===== config.mk =====
export PLATFORM = sky130hd
export DESIGN_NAME = pin_irq_ctrl
export DESIGN_NICKNAME = d
export VERILOG_FILES = /design/src/rtl/pin_irq_pkg.sv /design/src/rtl/pin_sync.sv /design/src/rtl/pin_trig_detect.sv /design/src/rtl/pin_flag_bank.sv /design/src/rtl/pin_cfg_regs.sv /design/src/rtl/pin_irq_ctrl.sv
export SDC_FILE = /design/constraint.sdc
export NUM_CORES = 1
export LEC_CHECK = 0
export BUFFER_PORTS_ARGS = -buffer_cell sky130_fd_sc_hd__buf_4
export CAP_MARGIN = 25
export CORE_ASPECT_RATIO = 0.9
export CORE_MARGIN = 2
export CORE_UTILIZATION = 26
export CTS_CLUSTER_SIZE = 20
export DETAILED_ROUTE_END_ITERATION = 16
export PLACE_DENSITY = 0.47
export SYNTH_ARGS = -nofsm -noshare
export SYNTH_HDL_FRONTEND = slang
export SYNTH_SLANG_ARGS = --single-unit

===== constraint.sdc =====
create_clock -name clk -period 2.2 [get_ports clk]
set_input_delay 0.44 -clock clk [delete_from_list [all_inputs] [get_ports clk]]
set_output_delay 0.44 -clock clk [all_outputs]
set_load 0.005 [all_outputs]

===== src/rtl/pin_irq_pkg.sv =====
package pin_irq_pkg;

  typedef enum logic [3:0] {
    TRIG_OFF  = 4'h0,
    TRIG_LOW  = 4'h8,
    TRIG_RISE = 4'h9,
    TRIG_FALL = 4'hA,
    TRIG_ANY  = 4'hB,
    TRIG_HIGH = 4'hC
  } trig_e;

  localparam int TRIG_LSB  = 16;
  localparam int TRIG_W    = 4;
  localparam int STAT_ADDR = 'hA0;

  // Evaluate one pin's trigger condition from its current and previous sample.
  function automatic logic trig_hit(input logic [TRIG_W-1:0] code,
                                    input logic cur, input logic prv);
    logic hit;
    case (code)
      TRIG_LOW:  hit = ~cur;
      TRIG_RISE: hit = cur & ~prv;
      TRIG_FALL: hit = ~cur & prv;
      TRIG_ANY:  hit = cur ^ prv;
      TRIG_HIGH: hit = cur;
      default:   hit = 1'b0;
    endcase
    return hit;
  endfunction

endpackage


===== src/rtl/pin_sync.sv =====
module pin_sync #(
  parameter int N_PINS = 32,
  parameter int STAGES = 2
) (
  input  logic              clk,
  input  logic              rst_n,
  input  logic [N_PINS-1:0] raw_i,
  output logic [N_PINS-1:0] sync_o
);
  logic [N_PINS-1:0] stage_q [STAGES];

  always_ff @(posedge clk or negedge rst_n) begin
    if (!rst_n) begin
      for (int s = 0; s < STAGES; s++) stage_q[s] <= '0;
    end else begin
      stage_q[0] <= raw_i;
      for (int s = 1; s < STAGES; s++) stage_q[s] <= stage_q[s-1];
    end
  end

  assign sync_o = stage_q[STAGES-1];
endmodule


===== src/rtl/pin_trig_detect.sv =====
module pin_trig_detect
  import pin_irq_pkg::*;
#(
  parameter int N_PINS = 32
) (
  input  logic                     clk,
  input  logic                     rst_n,
  input  logic [N_PINS-1:0]        pin_s,
  input  logic [N_PINS*TRIG_W-1:0] codes,
  output logic [N_PINS-1:0]        evt
);
  logic [N_PINS-1:0] prv_q;

  always_ff @(posedge clk or negedge rst_n) begin
    if (!rst_n) prv_q <= '0;
    else        prv_q <= pin_s;
  end

  for (genvar i = 0; i < N_PINS; i++) begin : g_pin
    assign evt[i] = trig_hit(codes[i*TRIG_W +: TRIG_W], pin_s[i], prv_q[i]);
  end
endmodule


===== src/rtl/pin_flag_bank.sv =====
module pin_flag_bank #(
  parameter int N_PINS = 32
) (
  input  logic              clk,
  input  logic              rst_n,
  input  logic [N_PINS-1:0] evt,
  input  logic [N_PINS-1:0] clr,
  output logic [N_PINS-1:0] flags,
  output logic              irq_o
);
  logic [N_PINS-1:0] flag_d;

  // A new event overrides a clear aimed at the same flag.
  always_comb flag_d = (flags & ~clr) | evt;

  always_ff @(posedge clk or negedge rst_n) begin
    if (!rst_n) begin
      flags <= '0;
      irq_o <= 1'b0;
    end else begin
      flags <= flag_d;
      irq_o <= |flag_d;
    end
  end
endmodule


===== src/rtl/pin_cfg_regs.sv =====
module pin_cfg_regs
  import pin_irq_pkg::*;
#(
  parameter int N_PINS = 32,
  parameter int ADDR_W = 8,
  parameter int DATA_W = 32
) (
  input  logic                     clk,
  input  logic                     rst_n,
  input  logic                     bus_wr,
  input  logic                     bus_rd,
  input  logic [ADDR_W-1:0]        bus_addr,
  input  logic [DATA_W-1:0]        bus_wdata,
  input  logic [N_PINS-1:0]        flags,
  output logic [DATA_W-1:0]        bus_rdata,
  output logic [N_PINS*TRIG_W-1:0] codes,
  output logic [N_PINS-1:0]        clr
);
  localparam int WORD_W = ADDR_W - 2;
  localparam int IDX_W  = $clog2(N_PINS);
  localparam logic [WORD_W-1:0] STAT_WORD = WORD_W'(STAT_ADDR >> 2);

  logic [WORD_W-1:0] word;
  logic              is_ctrl, is_stat;
  logic [TRIG_W-1:0] code_q [N_PINS];
  logic              unused_bits;

  assign word        = bus_addr[ADDR_W-1:2];
  assign is_ctrl     = int'(word) < N_PINS;
  assign is_stat     = word == STAT_WORD;
  assign unused_bits = ^{bus_addr[1:0], bus_wdata};

  assign clr = (bus_wr && is_stat) ? bus_wdata[N_PINS-1:0] : '0;

  always_ff @(posedge clk or negedge rst_n) begin
    if (!rst_n) begin
      for (int i = 0; i < N_PINS; i++) code_q[i] <= '0;
    end else if (bus_wr && is_ctrl) begin
      for (int i = 0; i < N_PINS; i++)
        if (int'(word) == i) code_q[i] <= bus_wdata[TRIG_LSB +: TRIG_W];
    end
  end

  always_comb begin
    for (int i = 0; i < N_PINS; i++) codes[i*TRIG_W +: TRIG_W] = code_q[i];
  end

  always_ff @(posedge clk or negedge rst_n) begin
    if (!rst_n) begin
      bus_rdata <= '0;
    end else if (bus_rd) begin
      bus_rdata <= '0;
      if (is_stat)
        bus_rdata[N_PINS-1:0] <= flags;
      else if (is_ctrl)
        bus_rdata[TRIG_LSB +: TRIG_W] <= code_q[word[IDX_W-1:0]];
    end
  end
endmodule


===== src/rtl/pin_irq_ctrl.sv =====
module pin_irq_ctrl
  import pin_irq_pkg::*;
#(
  parameter int N_PINS = 32,
  parameter int ADDR_W = 8,
  parameter int DATA_W = 32,
  parameter int STAGES = 2
) (
  input  logic              clk,
  input  logic              rst_n,
  input  logic [N_PINS-1:0] pin_i,
  input  logic              bus_wr,
  input  logic              bus_rd,
  input  logic [ADDR_W-1:0] bus_addr,
  input  logic [DATA_W-1:0] bus_wdata,
  output logic [DATA_W-1:0] bus_rdata,
  output logic              irq_o
);
  logic [N_PINS-1:0]        pin_s;
  logic [N_PINS-1:0]        evt;
  logic [N_PINS-1:0]        clr;
  logic [N_PINS-1:0]        flags;
  logic [N_PINS*TRIG_W-1:0] codes;

  pin_sync #(.N_PINS(N_PINS), .STAGES(STAGES)) u_sync (
    .clk(clk), .rst_n(rst_n), .raw_i(pin_i), .sync_o(pin_s)
  );

  pin_cfg_regs #(.N_PINS(N_PINS), .ADDR_W(ADDR_W), .DATA_W(DATA_W)) u_regs (
    .clk(clk), .rst_n(rst_n), .bus_wr(bus_wr), .bus_rd(bus_rd),
    .bus_addr(bus_addr), .bus_wdata(bus_wdata), .flags(flags),
    .bus_rdata(bus_rdata), .codes(codes), .clr(clr)
  );

  pin_trig_detect #(.N_PINS(N_PINS)) u_det (
    .clk(clk), .rst_n(rst_n), .pin_s(pin_s), .codes(codes), .evt(evt)
  );

  pin_flag_bank #(.N_PINS(N_PINS)) u_flags (
    .clk(clk), .rst_n(rst_n), .evt(evt), .clr(clr),
    .flags(flags), .irq_o(irq_o)
  );
endmodule


==> results.json, run 1 <==
{
  "status": "complete, but fails checks",
  "violations": "setup timing",
  "critPathSlowestCell": "or4b_4",
  "die_y_um": 223.2,
  "start_util_pct": 26.26,
  "fin_cells": 2135,
  "ys_seq_elements": 289,
  "syn_area_per_cell_um2": 11.60,
  "cts_buffers": 37,
  "r2r_cells": 9,
  "antenna_left": 0,
  "synth_edf_count": 0,
  "worstPathArrival_ns": 2.71,
  "antenna_found_initial": 2,
  "vias": 9955,
  "endpoint": "u_flags.irq_o$_DFF_PN0_",
  "synth-simple-area-share_pct": 10.88,
  "worstHoldStart": "bus_wdata[2]",
  "dpl.hpwl_um": 29230,
  "layout_min_cycle_time_ns": 2.298,
  "synthFlopType": "dfrtp_1",
  "crit_type": "in2reg",
  "powerDensity_nw_per_um2": 831.5,
  "worstPathRequired_ns": 2.61,
  "fmax_mhz": 435.3,
  "grt_pass1_vias": 10250,
  "critPathMaxStageDelay_ns": 0.64,
  "async_flop_share_pct": 100.0,
  "synth_top_family_by_area": "multiplexers",
  "synth_fp_nets": 1336,
  "wl_per_cell_um": 19.59,
  "synth_cells": 1196,
  "final_cell_mix": "dfrtp_1, buf_4, inv_1, nand2_1, mux2_2",
  "nFillCells": 5325,
  "num_rows": 80,
  "synthMuxAreaShare_pct": 14.09,
  "grt-ovfl-total": 0,
  "tritoncts": "yes",
  "grt_max_degree": 79,
  "path_cells": "buf_6, or4b_4, buf_8, o41ai_1, o311ai_1, or4_4, nor4_2, nand4_1",
  "gp_congestion": 0.8518,
  "grt_pass1_wl_um": 64740,
  "multiInputGateArea_um2": 6041,
  "area_delta_synth_final_pct": 28.27,
  "rsz0062_at_grt": "true",
  "die_width_um": 247.5,
  "grt_use_total_pct": 15.60,
  "htreeDepth": 2,
  "max-vdd-ir-drop_uv": 435.1,
  "crit_path_max_fanout": 7,
  "clk_pin_slew_ns": 0.06,
  "syn_area_um2": 13880,
  "worst_slack_ns": -0.09752,
  "final_common_cell": "dfrtp_1",
  "r2r_start": "u_sync.sync_o[24]$_DFF_PN0_",
  "cts_num_sinks": 289,
  "seqCellArea_um2": 7232,
  "yosys.area_share.adder_pct": 5.770,
  "relSlewSlack_pct": 48.34,
  "clock-root-buffer": "clkbuf_16",
  "fin_total_pwr_mw": 14.80,
  "clock_skew_ns": 0.01463,
  "clock_path_buffers": 3,
  "route.detailed.drc": 0,
  "r2r-end": "u_flags.irq_o$_DFF_PN0_",
  "synth_cell_type_count": 46,
  "drtPass1Iterations": 5,
  "antenna-diode-count": 0,
  "final_nets": 1552,
  "placed_cells": 2033,
  "r2r_slack_ns": 0.02,
  "hp-class": "in2reg",
  "drt_iter0_drc": 679,
  "hold_viol": 0,
  "core_area_um2": 52850,
  "wl_um": 41810,
  "portBuffers": 106,
  "drv_slew": 0,
  "viasPerCell": 4.663,
  "synth_compound_area_share_pct": 9.729,
  "die_area_um2": 55240,
  "maxCapViolCount": 0,
  "synth_xor_area_share_pct": 1.957,
  "finalSetupViolations": 1,
  "drive_above_1_share_pct": 27.19,
  "ys_seq_area_share_pct": 52.11,
  "crit_path_start": "bus_addr[3]",
  "period_share_pct": 104.4,
  "crit_path_start_kind": "input port",
  "yosysWarnings": 0,
  "clk_latency_ns": 0.56,
  "leakage_nw": 8.096,
  "io-pin-count": 109,
  "endpoint_kind": "flip-flop",
  "max_slew.worst_pin.slew_ns": 0.7703
}
[cells by family (layout without fill, tap and decap cells)]
| logic type | after synthesis | after routing |
|---|---|---|
| and+or+nand+nor | 291 | 292 |
| adders and majority gates | 64 | 64 |
| DFF | 289 | 289 |
| AOI/OAI and AO/OA | 189 | 189 |
| xor gates and xnor gates | 31 | 31 |
| buffers and inverters | 193 | 434 |
| muxes | 139 | 139 |
[synth_stat cells (all sizes together) (15+ instances only)]
| library cell | number | area (um^2) |
|---|---|---|
| inv | 149 | 559.3 |
| nand3b | 34 | 255.2 |
| a211o | 18 | 157.7 |
| mux2 | 85 | 957.2 |
| mux4 | 36 | 818.3 |
| o21ai | 64 | 320.3 |
| ha | 64 | 800.8 |
| clkbuf | 28 | 105.1 |
| mux2i | 18 | 180.2 |
| dfrtp | 289 | 7232 |
| nand2b | 51 | 319.1 |
| buf | 16 | 92.59 |
| nor2 | 16 | 60.06 |
| nor3 | 15 | 86.34 |
| xor2 | 31 | 271.5 |
| nand2 | 134 | 503.0 |
| o22ai | 28 | 175.2 |
[per-layer routing]
layer	global-route usage (%)	vias up	part of all wire, %
li1	-	4606	-
met4	5.640	2	3.3
met5	0	-	0.026
met2	22.74	247	43
met1	22.78	5026	48
met3	3.092	74	5.2
[cell type report]
class | count | area share (%)
Clock inverter | 11 | 0.4850
Clock buffer | 54 | 6.193
Tap cell | 697 | 4.899
Timing Repair Buffer | 220 | 10.71
Inverter | 149 | 3.142
Multi-Input combinational cell | 715 | 33.94
Sequential cell | 289 | 40.63
[worst max-delay path: cells and delay by family]
family	cells	cell delay (ns)
AO/OA/AOI/OAI	2	0.51
AND/OR/NAND/NOR	4	1.44
buffers and inverters	2	0.30
[through the flow]
stage | util [%] | cell area (um^2) | worst slack, ns | hold WS [ns] | setup TNS [ns]
4_1_cts | 33.54 | 17730 | -0.09471 | 0.2171 | -0.1029
3_3_place_gp | 30.48 | 16110 | -0.7673 | 0.3044 | -14.82
6_report | 33.68 | 17800 | -0.09752 | 0.2496 | -0.09752
5_1_grt | 33.68 | 17800 | -0.1921 | 0.2362 | -0.3254
3_5_place_dp | 30.48 | 16110 | -0.8931 | 0.3048 | -18.06
2_1_floorplan | - | 13930 | -0.4696 | 0.1444 | -3.131
[power by group]
| group | internal, mW | switching [mW] |
|---|---|---|
| sequential | 5.92 | 0.698 |
| combinational | 1.17 | 1.03 |
| clock | 3.59 | 2.40 |
| total | 10.7 | 4.13 |
[state kept, by name, indices dropped and copies added (netlist names)]
signal	flops
u_det.prv_q	32
u_flags.flags	32
u_flags.irq_o	1
u_regs.bus_rdata	32
u_regs.codes	128
u_sync.stage_q	32
u_sync.sync_o	32
[worst min path at each step]
stage | end | slack [ns] | cells past startpoint
2_1_floorplan | u_det.prv_q[0]$_DFF_PN0_ | 0.14 | 0
3_3_place_gp | u_sync.stage_q[40]$_DFF_PN0_ | 0.30 | 1
3_5_place_dp | u_sync.stage_q[40]$_DFF_PN0_ | 0.30 | 1
4_1_cts | u_flags.flags[2]$_DFF_PN0_ | 0.22 | 3
5_1_grt | u_flags.flags[2]$_DFF_PN0_ | 0.24 | 3
6_report | u_flags.flags[2]$_DFF_PN0_ | 0.25 | 3
[timing repair]
item                                    in CTS  in global routing
endpoints found under the hold margin       49                  0
resized for setup                           20                 10
hold buffers                                33                  0
gates cloned                                 2                  0
pin swaps                                    9                  8
setup buffers                                1                  1
endpoints found under the setup margin       2                  5
No activity file was read; power rests on OpenSTA's default activity.
==> inputs of run 2 (changes only) <==
Settings changed: SKIP_CTS_REPAIR_TIMING set to 1.
==> run 2 against run 1 <==
The flow still finishes with violations (setup timing). Sequential share of layout area is essentially flat. Via count shrank 0.66%. Cell count is essentially flat. Sequential power is essentially flat. Maximum frequency shrank 1.6%. Core utilization is essentially flat. Hold slack lost 0.00087 ns. First-iteration DRC count shrank 0.44%. Setup slack lost 0.039 ns. Count of clock-buffer cells in the layout is the same. Highest routed layer unchanged.
==> results.json, run 2 (same netlist as run 1, synthesis figures left out) <==
{
  "status": "complete, but fails checks",
  "antenna_found_initial": 1,
  "drtPass1Iterations": 5,
  "drive_above_1_share_pct": 27.09,
  "crit_path_max_fanout": 5,
  "route.detailed.drc": 0,
  "htreeDepth": 2,
  "antenna-diode-count": 0,
  "tritoncts": "yes",
  "final_common_cell": "dfrtp_1",
  "die_y_um": 223.2,
  "max_slew.worst_pin.slew_ns": 0.7883,
  "antenna_left": 0,
  "crit_type": "in2reg",
  "clock_skew_ns": 0.009585,
  "critPathMaxStageDelay_ns": 0.65,
  "met3_length_um": 2109,
  "p_sw_share_pct": 27.80,
  "start_util_pct": 26.26,
  "finalSetupViolations": 3,
  "worst_path_most_repeated_cell": "buf_8",
  "clk_latency_ns": 0.55,
  "hold_viol": 0,
  "grt-ovfl-total": 0,
  "rsz0062_at_grt": "true",
  "dpl.hpwl_um": 29230,
  "powerDensity_nw_per_um2": 829.9,
  "dr_wl_met2_um": 18250,
  "grt_pass1_vias": 10150,
  "worst_slack_ns": -0.1361,
  "grt_use_total_pct": 15.33,
  "met1Wirelength_um": 20140,
  "gp_congestion": 0.8518,
  "clk_pin_slew_ns": 0.06,
  "wl_um": 41760,
  "leakage_nw": 8.128,
  "drv_slew": 0,
  "crit_path_start_kind": "input port",
  "num_rows": 80,
  "endpoint_kind": "flip-flop",
  "vias": 9889,
  "grt_pass1_wl_um": 63710,
  "clkPwrFrac_pct": 40.3,
  "die_width_um": 247.5,
  "path_cells": "buf_8, or4b_4, buf_8, o41a_1, a311o_1, nor4_1, and4_4, nand4_1",
  "routed.top_layer": "met5",
  "layout_min_cycle_time_ns": 2.336,
  "core_area_um2": 52850,
  "violations": "setup timing",
  "maxCapViolCount": 0,
  "period_share_pct": 106.2,
  "combPwrFrac_pct": 14.9,
  "final_cell_mix": "dfrtp_1, buf_4, inv_1, nand2_1, mux2_2",
  "drt_iter0_drc": 676,
  "power.internal_mw": 10.67,
  "viasPerCell": 4.636,
  "die_area_um2": 55240,
  "fin_util_pct": 33.71,
  "hp-class": "in2reg",
  "tns_ns": -0.1655,
  "area_delta_synth_final_pct": 28.37,
  "grt_max_degree": 79,
  "cts_buffers": 37,
  "critPathSlowestCell": "or4b_4",
  "io-pin-count": 109,
  "wl_per_cell_um": 19.58,
  "worstPathRequired_ns": 2.61,
  "largest_reg_flops": 128,
  "portBuffers": 106,
  "post-place-ws_ns": -0.8931,
  "worstPathArrival_ns": 2.75,
  "fmax_mhz": 428.1,
  "nFillCells": 5326,
  "final_nets": 1550,
  "relSlewSlack_pct": 46.78,
  "max-vdd-ir-drop_uv": 423.5,
  "clock-root-buffer": "clkbuf_16",
  "clock_path_buffers": 3,
  "p_seq_share_pct": 44.8,
  "cts_num_sinks": 289,
  "switchingPower_mw": 4.110
}
## run 2: cell count changes in the layout (fill, tap and decap cells not counted), sizes merged
cell and delta:
buf -3, clkbuf +1
## run 2: path summary, 6_finish.rpt
check | start | to | slack, ns | depth (start not counted)
min reg2reg | u_sync.stage_q[62]$_DFF_PN0_ | u_sync.sync_o[30]$_DFF_PN0_ | 0.35 | 0
max reg2reg | u_sync.sync_o[9]$_DFF_PN0_ | u_flags.irq_o$_DFF_PN0_ | 0.01 | 9
max | bus_addr[2] | u_flags.irq_o$_DFF_PN0_ | -0.14 | 8
min in group asynchronous | rst_n | u_sync.stage_q[40]$_DFF_PN0_ | 0.33 | 2
max in group asynchronous | rst_n | u_sync.stage_q[63]$_DFF_PN0_ | 1.13 | 3
min | bus_wdata[8] | u_flags.flags[8]$_DFF_PN0_ | 0.25 | 3
## run 2: cell type report
cell class,instances,area (um^2),share of cell area [%]
inverter,149,559.3,3.139
timing repair buffer,218,1899,10.66
tap,697,872.1,4.895
clock buffer,54,1102,6.188
sequential,289,7232,40.60
clock inverter,11,86.33,0.4846
multi-input combinational,715,6063,34.04
## run 2: power by group through the flow
stage | registers [mW] | clock network [mW] | logic, mW
global route | 6.70 | 6.38 | 2.42
finish | 6.62 | 5.97 | 2.20
global placement | 6.71 | 0 | 2.08
detailed placement | 6.71 | 0 | 2.11
CTS | 6.62 | 6.18 | 2.12
floorplan | 6.40 | 0 | 1.31
## run 2: routing by layer
metal | track usage, % | vias up
met5 | 0 | -
met3 | 3.585 | 67
met1 | 22.01 | 4983
met2 | 22.41 | 227
li1 | - | 4610
met4 | 5.505 | 2
## run 2: stage by stage
stage / hold WS, ns / power (mW) / std cells / instance area [um^2]
floorplan: 0.1444 / 7.705 / 1196 / 13930
global placement: 0.3044 / 8.791 / 2033 / 16110
detailed placement: 0.3048 / 8.819 / 2033 / 16110
CTS: -0.2938 / 14.92 / 2098 / 17300
global route: 0.2397 / 15.51 / 2133 / 17810
finish: 0.2488 / 14.78 / 2133 / 17810
## run 2: critical path, delay by kind of cell
kind / cells / cell delay, ns
and+or+nand+nor: 4 / 1.30
buffers and inverters: 2 / 0.29
AOI/OAI and AO/OA: 2 / 0.71
==> inputs of run 3 (changes only) <==
Settings changed: BUFFER_PORTS_ARGS -buffer_cell sky130_fd_sc_hd__buf_4 to -buffer_cell sky130_fd_sc_hd__buf_2, PLACE_DENSITY 0.47 to unset.
==> run 3 against run 2 <==
Largest cell class unchanged. Via count is 0.54% higher. Combinational power is 2% lower. Clock skew up 0.0059 ns. Wire length decreased by 4.3%. Sequential share of layout area increased by 0.66 points. Power down 4.6%. Core utilization shrank 0.54 points. The run still ends with setup timing left.
==> results.json, run 3 (same netlist as run 1, synthesis figures left out) <==
{
  "worstPathArrival_ns": 2.75,
  "cts_num_sinks": 289,
  "grt_pass1_vias": 10130,
  "wl_per_cell_um": 18.79,
  "p_sw_share_pct": 27.54,
  "clock-root-buffer": "clkbuf_16",
  "antenna-diode-count": 0,
  "fin_total_pwr_mw": 14.10,
  "critPathSlowestCell": "or4b_4",
  "vias": 9942,
  "maxCapViolCount": 0,
  "p_seq_share_pct": 46.8,
  "hold_viol": 0,
  "relSlewSlack_pct": 48.88,
  "area_delta_synth_final_pct": 26.31,
  "portBuffers": 106,
  "drive_above_1_share_pct": 27.34,
  "nFillCells": 5315,
  "worst_slack_ns": -0.1062,
  "crit_type": "in2reg",
  "leakage_nw": 8.061,
  "crit_path_max_fanout": 4,
  "clock_path_buffers": 3,
  "period_share_pct": 104.8,
  "switchingPower_mw": 3.883,
  "core_area_um2": 52850,
  "cp_num_buf_inv": 3,
  "viasPerCell": 4.674,
  "clkPwrFrac_pct": 37.9,
  "drv_slew": 0,
  "grt_pass1_wl_um": 60040,
  "combPwrFrac_pct": 15.3,
  "final_common_cell": "dfrtp_1",
  "antenna_left": 0,
  "grt_use_total_pct": 14.15,
  "powerDensity_nw_per_um2": 804.4,
  "hp-class": "in2reg",
  "violations": "setup timing",
  "path_cells": "buf_8, or4b_4, buf_12, clkbuf_16, o41a_1, a311o_1, nor4_2, and4_4, nand4_1",
  "final_nets": 1546,
  "max_slew.worst_pin.slew_ns": 0.7621,
  "antenna_found_initial": 1,
  "max-vdd-ir-drop_uv": 468.0,
  "dpl.hpwl_um": 28820,
  "clk_pin_slew_ns": 0.06,
  "grt_max_degree": 53,
  "fmax_mhz": 433.6,
  "grt-ovfl-total": 0,
  "start_util_pct": 26.26,
  "die_y_um": 223.2,
  "rsz0062_at_grt": "true",
  "gp_congestion": 0.8680,
  "crit_family": "simple AND/OR/NAND/NOR gates",
  "finalSetupViolations": 1,
  "htreeDepth": 1,
  "largest_reg_flops": 128,
  "tns_ns": -0.1062,
  "die_area_um2": 55240,
  "clk_latency_ns": 0.58,
  "endpoint_kind": "flip-flop",
  "finalHoldWorstSlack_ns": 0.1888,
  "clock_skew_ns": 0.01552,
  "layout_min_cycle_time_ns": 2.306,
  "drt_iter0_drc": 637,
  "drtPass1Iterations": 7,
  "post-place-ws_ns": -0.8938,
  "io-pin-count": 109,
  "route.detailed.drc": 0,
  "die_width_um": 247.5,
  "num_rows": 80,
  "status": "complete, but fails checks",
  "final_cell_mix": "dfrtp_1, inv_1, nand2_1, buf_2, mux2_2",
  "worstPathRequired_ns": 2.64,
  "critPathMaxStageDelay_ns": 0.60,
  "fin_util_pct": 33.17,
  "crit_path_start_kind": "input port",
  "power.internal_mw": 10.22,
  "wl_um": 39960,
  "cts_buffers": 31,
  "tritoncts": "yes"
}
run 3: cell type report:
cell class	instances	area, um^2	share of cell area [%]
multi-input cells	715	6146	35.06
repair buffers	220	1664	9.494
flip-flops and latches	289	7232	41.26
clock inverters	10	108.9	0.6210
inverters	149	559.3	3.191
clock buffers	47	945.9	5.397
well taps	697	872.1	4.975
run 3: metrics by stage:
stage                     cells  cell area, um^2
after floorplan            1196            13930
after global placement     2031            15790
after detailed placement   2031            15790
after CTS                  2088            16850
after global routing       2127            17530
final                      2127            17530
run 3: layer usage:
| metal | vias to the layer above | wire length [um] | share of wire [%] | track usage [%] |
|---|---|---|---|---|
| met1 | 4974 | 17520 | 44 | 19.12 |
| met5 | - | 10 | 0.025 | 0 |
| met3 | 84 | 2917 | 7.3 | 3.260 |
| met2 | 291 | 17950 | 45 | 21.65 |
| li1 | 4591 | - | - | - |
| met4 | 2 | 1552 | 3.9 | 6.123 |
run 3: final timing paths:
path | startpoint | to | slack [ns] | depth (start not counted)
max in group asynchronous | rst_n | u_regs.codes[100]$_DFFE_PN0P_ | 1.13 | 3
worst min-delay path | bus_wdata[5] | u_flags.flags[5]$_DFF_PN0_ | 0.19 | 3
worst max register to register | u_sync.sync_o[25]$_DFF_PN0_ | u_flags.irq_o$_DFF_PN0_ | 0.03 | 9
worst max-delay path | bus_addr[4] | u_flags.irq_o$_DFF_PN0_ | -0.11 | 9
min in group asynchronous | rst_n | u_sync.stage_q[40]$_DFF_PN0_ | 0.38 | 2
worst min register to register | u_sync.stage_q[32]$_DFF_PN0_ | u_sync.sync_o[0]$_DFF_PN0_ | 0.34 | 0
run 3: worst register-to-register path: stages, from the launching register on:
cell	delay, ns
dfrtp_1	0.41
inv_1	0.07
ha_1	0.28
nand2b_1	0.10
a211oi_1	0.07
a311o_1	0.36
nor4_2	0.26
buf_4	0.15
and4_4	0.24
nand4_1	0.10
run 3: power by group through the flow:
stage | combinational (mW) | sequential, mW | clock, mW
after floorplan | 1.31 | 6.40 | 0
after global placement | 1.95 | 6.68 | 0
after detailed placement | 2.01 | 6.68 | 0
after CTS | 2.02 | 6.59 | 5.47
after global routing | 2.36 | 6.69 | 5.69
final | 2.15 | 6.60 | 5.34
